### config.mk
export PLATFORM = sky130hd
export DESIGN_NAME = seg_xlate_top
export DESIGN_NICKNAME = d
export VERILOG_FILES = /design/src/rtl/segx_pkg.sv /design/src/rtl/seg_desc_fetch.sv /design/src/rtl/seg_sel_check.sv /design/src/rtl/seg_limit_check.sv /design/src/rtl/seg_xlate_top.sv
export SDC_FILE = /design/constraint.sdc
export NUM_CORES = 1
export LEC_CHECK = 0
export ABC_AREA = 1
export BUFFER_PORTS_ARGS = -buffer_cell sky130_fd_sc_hd__buf_2
export CORE_AREA = 2 2 178 180
export DETAILED_ROUTE_END_ITERATION = 8
export DIE_AREA = 0 0 180 182
export PLACE_DENSITY_LB_ADDON = 0.25
export SETUP_SLACK_MARGIN = 0.3
export SYNTH_ARGS = -nofsm -noshare
export SYNTH_HDL_FRONTEND = slang
export SYNTH_SLANG_ARGS = --single-unit
### constraint.sdc
create_clock -name clk -period 3.55 [get_ports clk]
set_input_delay 0.5325 -clock clk [delete_from_list [all_inputs] [get_ports clk]]
set_output_delay 0.5325 -clock clk [all_outputs]
set_load 0.01 [all_outputs]
### src/rtl/segx_pkg.sv
// segx_pkg: shared types and helpers for the segment translator.
// Assumes the fixed 8-byte descriptor layout described in the brief.
package segx_pkg;

    typedef enum logic [1:0] {
        FLT_NONE        = 2'd0,
        FLT_NOT_PRESENT = 2'd1,
        FLT_GENERAL     = 2'd2
    } fault_e;

    // Decoded descriptor fields
    typedef struct packed {
        logic [31:0] base;
        logic [19:0] limit;
        logic [3:0]  kind;
        logic        user_seg;   // S bit
        logic        present;
        logic        big;        // D/B bit
        logic        gran;
    } desc_t;

    // Cached segment or local table view
    typedef struct packed {
        logic        valid;
        logic [31:0] base;
        logic [31:0] lim;
        logic        expand_down;
        logic        big;
    } seg_cache_t;

    // Split the two fetched words into fields
    function automatic desc_t desc_unpack(input logic [63:0] raw);
        desc_t d;
        d.base     = {raw[63:56], raw[39:32], raw[31:16]};
        d.limit    = {raw[51:48], raw[15:0]};
        d.kind     = raw[43:40];
        d.user_seg = raw[44];
        d.present  = raw[47];
        d.big      = raw[54];
        d.gran     = raw[55];
        return d;
    endfunction

    // Scale the raw limit by granularity
    function automatic logic [31:0] eff_limit(input logic [19:0] lim, input logic gran);
        return gran ? {lim, 12'hFFF} : {12'h000, lim};
    endfunction

endpackage

### src/rtl/seg_desc_fetch.sv
// seg_desc_fetch: reads one 8-byte descriptor as two words over a
// valid/ready request port with a one-word response port.
// Assumes one response per accepted request, in order.
module seg_desc_fetch #(
    parameter int AW = 32,
    parameter int DW = 32
) (
    input  logic            clk,
    input  logic            rst_n,
    input  logic            start,
    input  logic [AW-1:0]   start_addr,
    output logic            mem_req_valid,
    output logic [AW-1:0]   mem_req_addr,
    input  logic            mem_req_ready,
    input  logic            mem_rsp_valid,
    input  logic [DW-1:0]   mem_rsp_data,
    output logic            desc_vld,
    output logic [2*DW-1:0] desc_raw
);
    localparam int STEP = DW / 8;

    typedef enum logic [2:0] {F_IDLE, F_REQ_LO, F_WAIT_LO, F_REQ_HI, F_WAIT_HI} fstate_e;

    fstate_e       st;
    logic [AW-1:0] addr_q;
    logic [DW-1:0] lo_q;

    // Sequence the two reads and capture both words
    always_ff @(posedge clk) begin
        if (!rst_n) begin
            st       <= F_IDLE;
            addr_q   <= '0;
            lo_q     <= '0;
            desc_vld <= 1'b0;
            desc_raw <= '0;
        end else begin
            desc_vld <= 1'b0;
            case (st)
                F_IDLE: if (start) begin
                    addr_q <= start_addr;
                    st     <= F_REQ_LO;
                end
                F_REQ_LO: if (mem_req_ready) st <= F_WAIT_LO;
                F_WAIT_LO: if (mem_rsp_valid) begin
                    lo_q   <= mem_rsp_data;
                    addr_q <= addr_q + AW'(STEP);
                    st     <= F_REQ_HI;
                end
                F_REQ_HI: if (mem_req_ready) st <= F_WAIT_HI;
                F_WAIT_HI: if (mem_rsp_valid) begin
                    desc_raw <= {mem_rsp_data, lo_q};
                    desc_vld <= 1'b1;
                    st       <= F_IDLE;
                end
                default: st <= F_IDLE;
            endcase
        end
    end

    // Request is valid in the two request states only
    always_comb begin
        mem_req_valid = (st == F_REQ_LO) || (st == F_REQ_HI);
        mem_req_addr  = addr_q;
    end

endmodule

### src/rtl/seg_sel_check.sv
// seg_sel_check: picks the table for a selector, forms the descriptor
// address and flags general-protection cases.
// Assumes the selector index occupies bits SW-1:3 and the table bit is bit 2.
module seg_sel_check #(
    parameter int AW  = 32,
    parameter int SW  = 16,
    parameter int GLW = 16
) (
    input  logic [SW-1:0]  sel,
    input  logic           kind_ldt,
    input  logic [AW-1:0]  gbase,
    input  logic [GLW-1:0] glim,
    input  logic           ldt_ok,
    input  logic [AW-1:0]  ldt_base,
    input  logic [AW-1:0]  ldt_lim,
    output logic [AW-1:0]  desc_addr,
    output logic           gp
);
    localparam int IW = SW - 3;

    logic [IW-1:0] idx;
    logic          use_local;
    logic [AW-1:0] tbase;
    logic [AW-1:0] tlim;
    logic [AW-1:0] last_byte;

    // Table choice, address and bound test
    always_comb begin
        idx       = sel[SW-1:3];
        use_local = sel[2] && !kind_ldt;
        tbase     = use_local ? ldt_base : gbase;
        tlim      = use_local ? ldt_lim : AW'(glim);
        last_byte = AW'({idx, 3'b111});
        desc_addr = tbase + AW'({idx, 3'b000});
        gp        = (kind_ldt && sel[2]) || (use_local && !ldt_ok) || (last_byte > tlim);
    end

endmodule

### src/rtl/seg_limit_check.sv
// seg_limit_check: tests an offset against a cached limit in either
// expand-up or expand-down mode. Purely combinational.
module seg_limit_check #(
    parameter int AW = 32
) (
    input  logic [AW-1:0] offset,
    input  logic [AW-1:0] lim,
    input  logic          expand_down,
    input  logic          big,
    output logic          in_range
);
    localparam logic [AW-1:0] SMALL_TOP = AW'(16'hFFFF);
    localparam logic [AW-1:0] BIG_TOP   = '1;

    logic [AW-1:0] upper;

    // Choose bound and compare
    always_comb begin
        upper = big ? BIG_TOP : SMALL_TOP;
        if (expand_down) in_range = (offset > lim) && (offset <= upper);
        else             in_range = (offset <= lim);
    end

endmodule

### src/rtl/seg_xlate_top.sv
// seg_xlate_top: selector load control, segment cache, local-table
// register and registered access path.
// Assumes loads are single-cycle pulses and memory answers every request.
module seg_xlate_top #(
    parameter int AW  = 32,
    parameter int SW  = 16,
    parameter int GLW = 16
) (
    input  logic           clk,
    input  logic           rst_n,
    input  logic [AW-1:0]  gtab_base,
    input  logic [GLW-1:0] gtab_limit,
    input  logic           ld_valid,
    input  logic           ld_kind,
    input  logic [SW-1:0]  ld_sel,
    output logic           busy,
    output logic           ld_done,
    output logic [1:0]     ld_fault,
    output logic           mem_req_valid,
    output logic [AW-1:0]  mem_req_addr,
    input  logic           mem_req_ready,
    input  logic           mem_rsp_valid,
    input  logic [31:0]    mem_rsp_data,
    input  logic           acc_valid,
    input  logic [AW-1:0]  acc_offset,
    output logic           acc_done,
    output logic           acc_fault,
    output logic [AW-1:0]  acc_lin
);
    import segx_pkg::*;

    seg_cache_t    seg_q;
    seg_cache_t    ldt_q;
    logic          busy_q;
    logic          kind_q;
    logic          accept;
    logic          sel_gp;
    logic [AW-1:0] desc_addr;
    logic          desc_vld;
    logic [63:0]   desc_raw;
    desc_t         dd;
    logic          in_range;
    fault_e        fault_q;

    seg_sel_check #(.AW(AW), .SW(SW), .GLW(GLW)) u_sel (
        .sel       (ld_sel),
        .kind_ldt  (ld_kind),
        .gbase     (gtab_base),
        .glim      (gtab_limit),
        .ldt_ok    (ldt_q.valid),
        .ldt_base  (ldt_q.base),
        .ldt_lim   (ldt_q.lim),
        .desc_addr (desc_addr),
        .gp        (sel_gp)
    );

    seg_desc_fetch #(.AW(AW), .DW(32)) u_fetch (
        .clk           (clk),
        .rst_n         (rst_n),
        .start         (accept && !sel_gp),
        .start_addr    (desc_addr),
        .mem_req_valid (mem_req_valid),
        .mem_req_addr  (mem_req_addr),
        .mem_req_ready (mem_req_ready),
        .mem_rsp_valid (mem_rsp_valid),
        .mem_rsp_data  (mem_rsp_data),
        .desc_vld      (desc_vld),
        .desc_raw      (desc_raw)
    );

    seg_limit_check #(.AW(AW)) u_lim (
        .offset      (acc_offset),
        .lim         (seg_q.lim),
        .expand_down (seg_q.expand_down),
        .big         (seg_q.big),
        .in_range    (in_range)
    );

    // Load acceptance and descriptor decode
    always_comb begin
        accept = ld_valid && !busy_q;
        dd     = desc_unpack(desc_raw);
    end

    // Load control, result reporting and cache/local-table updates
    always_ff @(posedge clk) begin
        if (!rst_n) begin
            busy_q  <= 1'b0;
            kind_q  <= 1'b0;
            ld_done <= 1'b0;
            fault_q <= FLT_NONE;
            seg_q   <= '0;
            ldt_q   <= '0;
        end else begin
            ld_done <= 1'b0;
            fault_q <= FLT_NONE;
            if (accept) begin
                if (sel_gp) begin
                    ld_done <= 1'b1;
                    fault_q <= FLT_GENERAL;
                end else begin
                    busy_q <= 1'b1;
                    kind_q <= ld_kind;
                end
            end
            if (desc_vld) begin
                busy_q  <= 1'b0;
                ld_done <= 1'b1;
                if (!dd.present) begin
                    fault_q <= FLT_NOT_PRESENT;
                end else if (kind_q == dd.user_seg) begin
                    fault_q <= FLT_GENERAL;
                end else if (kind_q) begin
                    ldt_q.valid       <= 1'b1;
                    ldt_q.base        <= dd.base;
                    ldt_q.lim         <= eff_limit(dd.limit, dd.gran);
                    ldt_q.expand_down <= 1'b0;
                    ldt_q.big         <= dd.big;
                end else begin
                    seg_q.valid       <= 1'b1;
                    seg_q.base        <= dd.base;
                    seg_q.lim         <= eff_limit(dd.limit, dd.gran);
                    seg_q.expand_down <= !dd.kind[3] && dd.kind[2];
                    seg_q.big         <= dd.big;
                end
            end
        end
    end

    // Registered access result
    always_ff @(posedge clk) begin
        if (!rst_n) begin
            acc_done  <= 1'b0;
            acc_fault <= 1'b0;
            acc_lin   <= '0;
        end else begin
            acc_done  <= acc_valid;
            acc_fault <= acc_valid && !(seg_q.valid && in_range);
            acc_lin   <= (acc_valid && seg_q.valid && in_range) ? seg_q.base + acc_offset : '0;
        end
    end

    // Drive outputs
    always_comb begin
        busy     = busy_q;
        ld_fault = fault_q;
    end

endmodule

======== Word level (Yosys, flattened, before mapping) ========
Index checks and enable logic that the tools add are counted.
operators by class
  add/subtract/negate cells ............... 3
  reductions and logical operators ........ 32
  bitwise gates (word level) .............. 4
  equality and inequality tests ........... 10
  mux-type cells .......................... 23
  order comparisons ....................... 4
operators by type and width
  operator                 count
  $mux W32                 6
  $le A32 B32 Y1           2
  $pmux W32 S2             1
  $add A32 B16 Y32         1
  $add A32 B3 Y32 const B  1
  $add A32 B32 Y32         1
  $gt A16 B32 Y1           1
  $gt A32 B32 Y1           1
  $mux W3                  5
  $pmux W3 S5              1
  $logic_and A1 B1 Y1      11
  $mux W2                  5
  $reduce_and A2 Y1        5
  $ne A2 B2 Y1 const B     4
  $reduce_and A4 Y1        2
  $eq A3 B2 Y1 const B     2
  $logic_not A1 Y1         6
  $mux W1                  5
  $reduce_and A5 Y1        1
  $not A1 Y1               4
  $eq A3 B1 Y1 const B     1
  $eq A3 B3 Y1 const B     1
  $logic_not A3 Y1         1
  $logic_or A1 B1 Y1       3
  5 further kinds          5
storage, ports and cells
  flip-flop bits (word level) ............. 303
  bits of input ports ..................... 135

======== Longest topological paths before layout ========
  depth after elaboration ................. 10
  mapped depth ............................ 22
  mapped depth without buffers ............ 19

======== Hierarchy ========
From an unflattened synthesis, not the netlist that was laid out.
unflattened totals
  cells, all modules ...................... 2745
  area, all modules ....................... 17890.9 um^2
modules (own cells, without submodules)
  module           area an instance (um^2)  sequential area each (um^2)  cells each  instances
  seg_xlate_top    8089.0                   3423.3                       1183        1
  seg_desc_fetch   5967.0                   2642.5                       849         1
  seg_sel_check    2513.7                   0.0                          510         1
  seg_limit_check  1321.3                   0.0                          203         1

======== Worst setup path after synthesis ========
Ideal clock, no wire load.
  path kind ............................... input to register
  from .................................... in ld_kind
  to ...................................... reg u_fetch.addr_q[23] (netlist: u_fetch.mem_req_addr[23])
  stages .................................. 21
  path buffers ............................ 3
  slack ................................... 625 ps
  arrival ................................. 2812 ps
  setup time .............................. 113 ps
  data required time ...................... 3437 ps
  path through ............................ inv_2 > nand2_4 > buf_4 > clkbuf_1 > clkbuf_1 > nand2_1 > o21ai_0 > ha_1 > fa_1 > nand3_1 > nand3_1 > nand2_1 > nand3_1 > nand2_1 > nand2_2 > nand2_1 > nand2_1 > nand3_1 > nand2_1 > nor2_1 > nor2_1
between the ends
  cells in the longest elaborated chain, start to end .. 9
  elaborated cells between the ends (all ways) .. 16
  those cells by class .................... add/sub (1); order compare (1); eq/ne (1); mux (4); reduce/logical (9)
RTL lines
  what                                                         RTL line                                  source
  from (decl)                                                  seg_xlate_top.sv:14                       input logic ld_kind,
  $logic_not A1 Y1                                             seg_sel_check.sv:30                       use_local = sel[2] && !kind_ldt;
  $logic_and A1 B1 Y1                                          seg_sel_check.sv:30
  $mux W32 / $logic_and A1 B1 Y1 (equally long branches)       seg_sel_check.sv:32, seg_sel_check.sv:35
  $gt A16 B32 Y1 / $logic_or A1 B1 Y1 (equally long branches)  seg_sel_check.sv:35                       gp = (kind_ldt && sel[2]) || (use_local && !ldt_ok) || (last_byte > tlim);
  $logic_or A1 B1 Y1                                           seg_sel_check.sv:35
  $logic_not A1 Y1                                             seg_xlate_top.sv:60                       .start (accept && !sel_gp),
  $logic_and A1 B1 Y1                                          seg_xlate_top.sv:60
  $ne A2 B1 Y1 (no line)                                       n/a
  $reduce_and A3 Y1 (no line)                                  n/a
  to (signal assigned)                                         seg_desc_fetch.sv:40                      addr_q <= start_addr;
  to (signal assigned)                                         seg_desc_fetch.sv:46                      addr_q <= addr_q + AW'(STEP);
  to (decl)                                                    seg_desc_fetch.sv:25                      logic [AW-1:0] addr_q;
Parallel ways exist; a longest one is shown, timed or not. The select of a mux whose other input is x is not followed.
A chain may end at the register's enable or synchronous reset.

======== Final worst setup path ========
  from .................................... in ld_kind
  to ...................................... reg u_fetch.addr_q[29] (netlist: u_fetch.mem_req_addr[29])
The elaborated chain is that of the path after synthesis.

==> metrics.yaml <==
status:
  status: "finished clean"
worst_setup_path:
  path_class: "input port to register"
  worstPathMaxFanout: 28
  critPathRequiredTime_ns: 4.00
  cpPeakStageDelay_ns: 0.36
  cp_cell_sequence: "buf_2, inv_2, nand2_4, buf_4, o21ai_0, ha_1, nand2_1, inv_1, nand2_1, nand2_1, nand2_1, nand3_1, nand2_1, nand2_1, nand3_1, nand2_1, nand2_1, nor2_1, nor2_1, nor2_1"
  critPathBufInv: 4
  critPathSlowestCell: "ha_1"
  crit_path_frequent_cell: "nand2_1"
  startpoint_type: "input port"
  cp_data_arrival_time_ns: 3.30
  critPathTopFamily: "simple AND/OR/NAND/NOR gates"
  critPathCaptureType: "register"
power:
  p_per_area_nw_per_um2: 473
  ir_drop_mv: 0.393
  power.total_uw: 9060
  cellLeakagePower_uw: 0.00881
clock_network:
  clk_latency_ns: 0.53
  ctsResizeCount: 0
  cts_buffer_depth: 3
  cts-root-buf: "clkbuf_16"
  post-cts-setup-buffer-count: 0
  htree_levels: 2
  cts_tree: "yes"
  clk_transition_reported_paths_ns: 0.06
  hold_buffers: 0
  cts.sinks: 297
  numCtsBuffers: 34
timing:
  worstMarginPinSlew_ns: 1.13
  rsz0062_at_grt: "no"
  finalCritPeriodShare: 0.803
  skew_ns: 0.0308
  fmax_mhz: 351
  slew-limit-headroom: 0.242
  finalHoldViolCount: 0
  setup_viol: 0
  min_period_ns: 2.85
  finalMaxSlewViolations: 0
  setup_tns_ns: 0
  hold_ws_ns: 0.259
synthesis:
  synth_top_area_share: 0.356
  synth_cells: 2495
  avgSynthCellArea_um2: 6.70
  ys_seq_area_frac: 0.356
  syn-num-nets: 2740
  syn-cell-area_um2: 16700
  ys_seq_elements: 297
  synthTopCellsByArea: "dfxtp_1 (36%), nand2_1 (11%), a21oi_1 (9.2%), o21ai_0 (8.6%), ha_1 (8.1%)"
  synth_flop_cell: "dfxtp_1"
  ys_types: 40
  synth_edf_count: 0
  async_flop_share: 0
  yosys_warnings: 0
  yosys.area.top_type: "dfxtp_1"
place:
  place.gp.congestion: 0.922
  portBuffers: 203
  dp_hpwl_mm: 41.0
  placed_area_um2: 18000
grt:
  antenna_found_initial: 1
  grt_max_degree: 129
  track_usage: 0.319
  grt_pass1_wl_mm: 82.9
  grt_pass1_vias: 15500
  grt_overflow: 0
run:
  maxCapViolCount: 0
floorplan:
  io_pins: 206
  initial_core_util: 0.540
  num_rows: 65
  die_w_um: 180
  core_um2: 31000
  die_h_um: 182
  dieArea_um2: 32800
drt:
  wl_mm: 53.4
  viasPerCell: 5.51
  drc: 0
  drtPass1Iterations: 6
  ant_nets: 0
  dr_total_vias: 16900
  drtIter0Drc: 1382
  wl_per_cell_um: 17.4
finish:
  nFillCells: 2984
  layout-drive-gt1-share: 0.114
  nets: 2891
  syn_to_final_growth_pct: 14.6
  fin_area_um2: 19200
  final_cell_mix: "nand2_1 (506), inv_1 (338), a21oi_1 (308), dfxtp_1 (297), o21ai_0 (288)"
  seqCellArea_um2: 5950
  mostFrequentLayoutCell: "nand2_1"
  multi_input_area_um2: 9060
worst_hold_path:
  min_path_type: "input port to register"
path summary, 6_finish.rpt:
kind,from,end,slack (ns),cells past startpoint
max,ld_kind,u_fetch.mem_req_addr[29],0.70,20
min reg2reg,ldt_q[34],ldt_q[34],0.45,2
min,acc_valid,acc_done,0.26,3
max reg2reg,seg_q[34],acc_lin[18],0.82,11
cells in the mapped netlist, types with 7 or more instances:
cell and count:
inv_1 339, nand2_1 506, xor2_1 28, o21ai_0 288, a21oi_1 308, o21ai_1 19
nor3_1 26, dfxtp_1 297, nand4_1 19, xnor2_1 7, nor2_1 218, nand3b_1 8
ha_1 108, buf_2 10, nand2_2 7, a31oi_1 7, clkbuf_1 84, nand3_1 139
o21bai_1 14, a21boi_0 9
cell families (layout without fill, tap and decap cells):
family,count (synthesis),in the layout,synth area share
buf+inv,452,627,0.104
simple gates,944,944,0.236
flops,297,297,0.356
other cells,0,2,0
fa+ha+maj,110,110,0.0832
compound gates,657,657,0.202
xor+xnor,35,35,0.0183
where the power goes:
| group | total [uW] | switching (uW) | internal [uW] |
|---|---|---|---|
| registers | 3700 | 204 | 3500 |
| logic | 1780 | 1190 | 585 |
| clock network | 3580 | 1450 | 2130 |
metrics by stage:
step / setup WS (ns) / std cells / utilization
after floorplan: 0.625 / 2495 / -
after global placement: 0.343 / 3012 / 0.581
after detailed placement: 0.280 / 3012 / 0.581
after CTS: 0.797 / 3072 / 0.618
after global routing: 0.429 / 3072 / 0.618
final: 0.698 / 3074 / 0.619
tightest hold or removal path, cell delays in order:
cell and delay, ns:
buf_2 0.08, nand2_1 0.04, inv_1 0.09
per-layer routing:
| layer | wire length, um | vias up | track usage |
|---|---|---|---|
| li1 | - | 8421 | - |
| met1 | 24100 | 7793 | 0.442 |
| met2 | 23000 | 598 | 0.493 |
| met3 | 4240 | 115 | 0.0566 |
| met4 | 2130 | 0 | 0.126 |
| met5 | 0 | - | 0 |
cell type report:
type	instances	share of cell area
antenna	2	0.000261
clock buffer	49	0.0505
clock inverter	11	0.00927
inverter	345	0.0676
multi-input combinational	1746	0.473
sequential	297	0.310
tap	402	0.0262
timing repair buffer	222	0.0632
registers in the layout (all words and copies together) (netlist names):
name	count
seg_q	67
acc_lin	32
ld_done	1
u_fetch.desc_vld	1
busy	1
acc_fault	1
kind_q	1
ld_fault	2
ldt_q	65
acc_done	1
u_fetch.desc_raw	58
u_fetch.lo_q	32
u_fetch.mem_req_addr	32
u_fetch.st	3
Note: power is estimated with default switching activity, not from simulation.
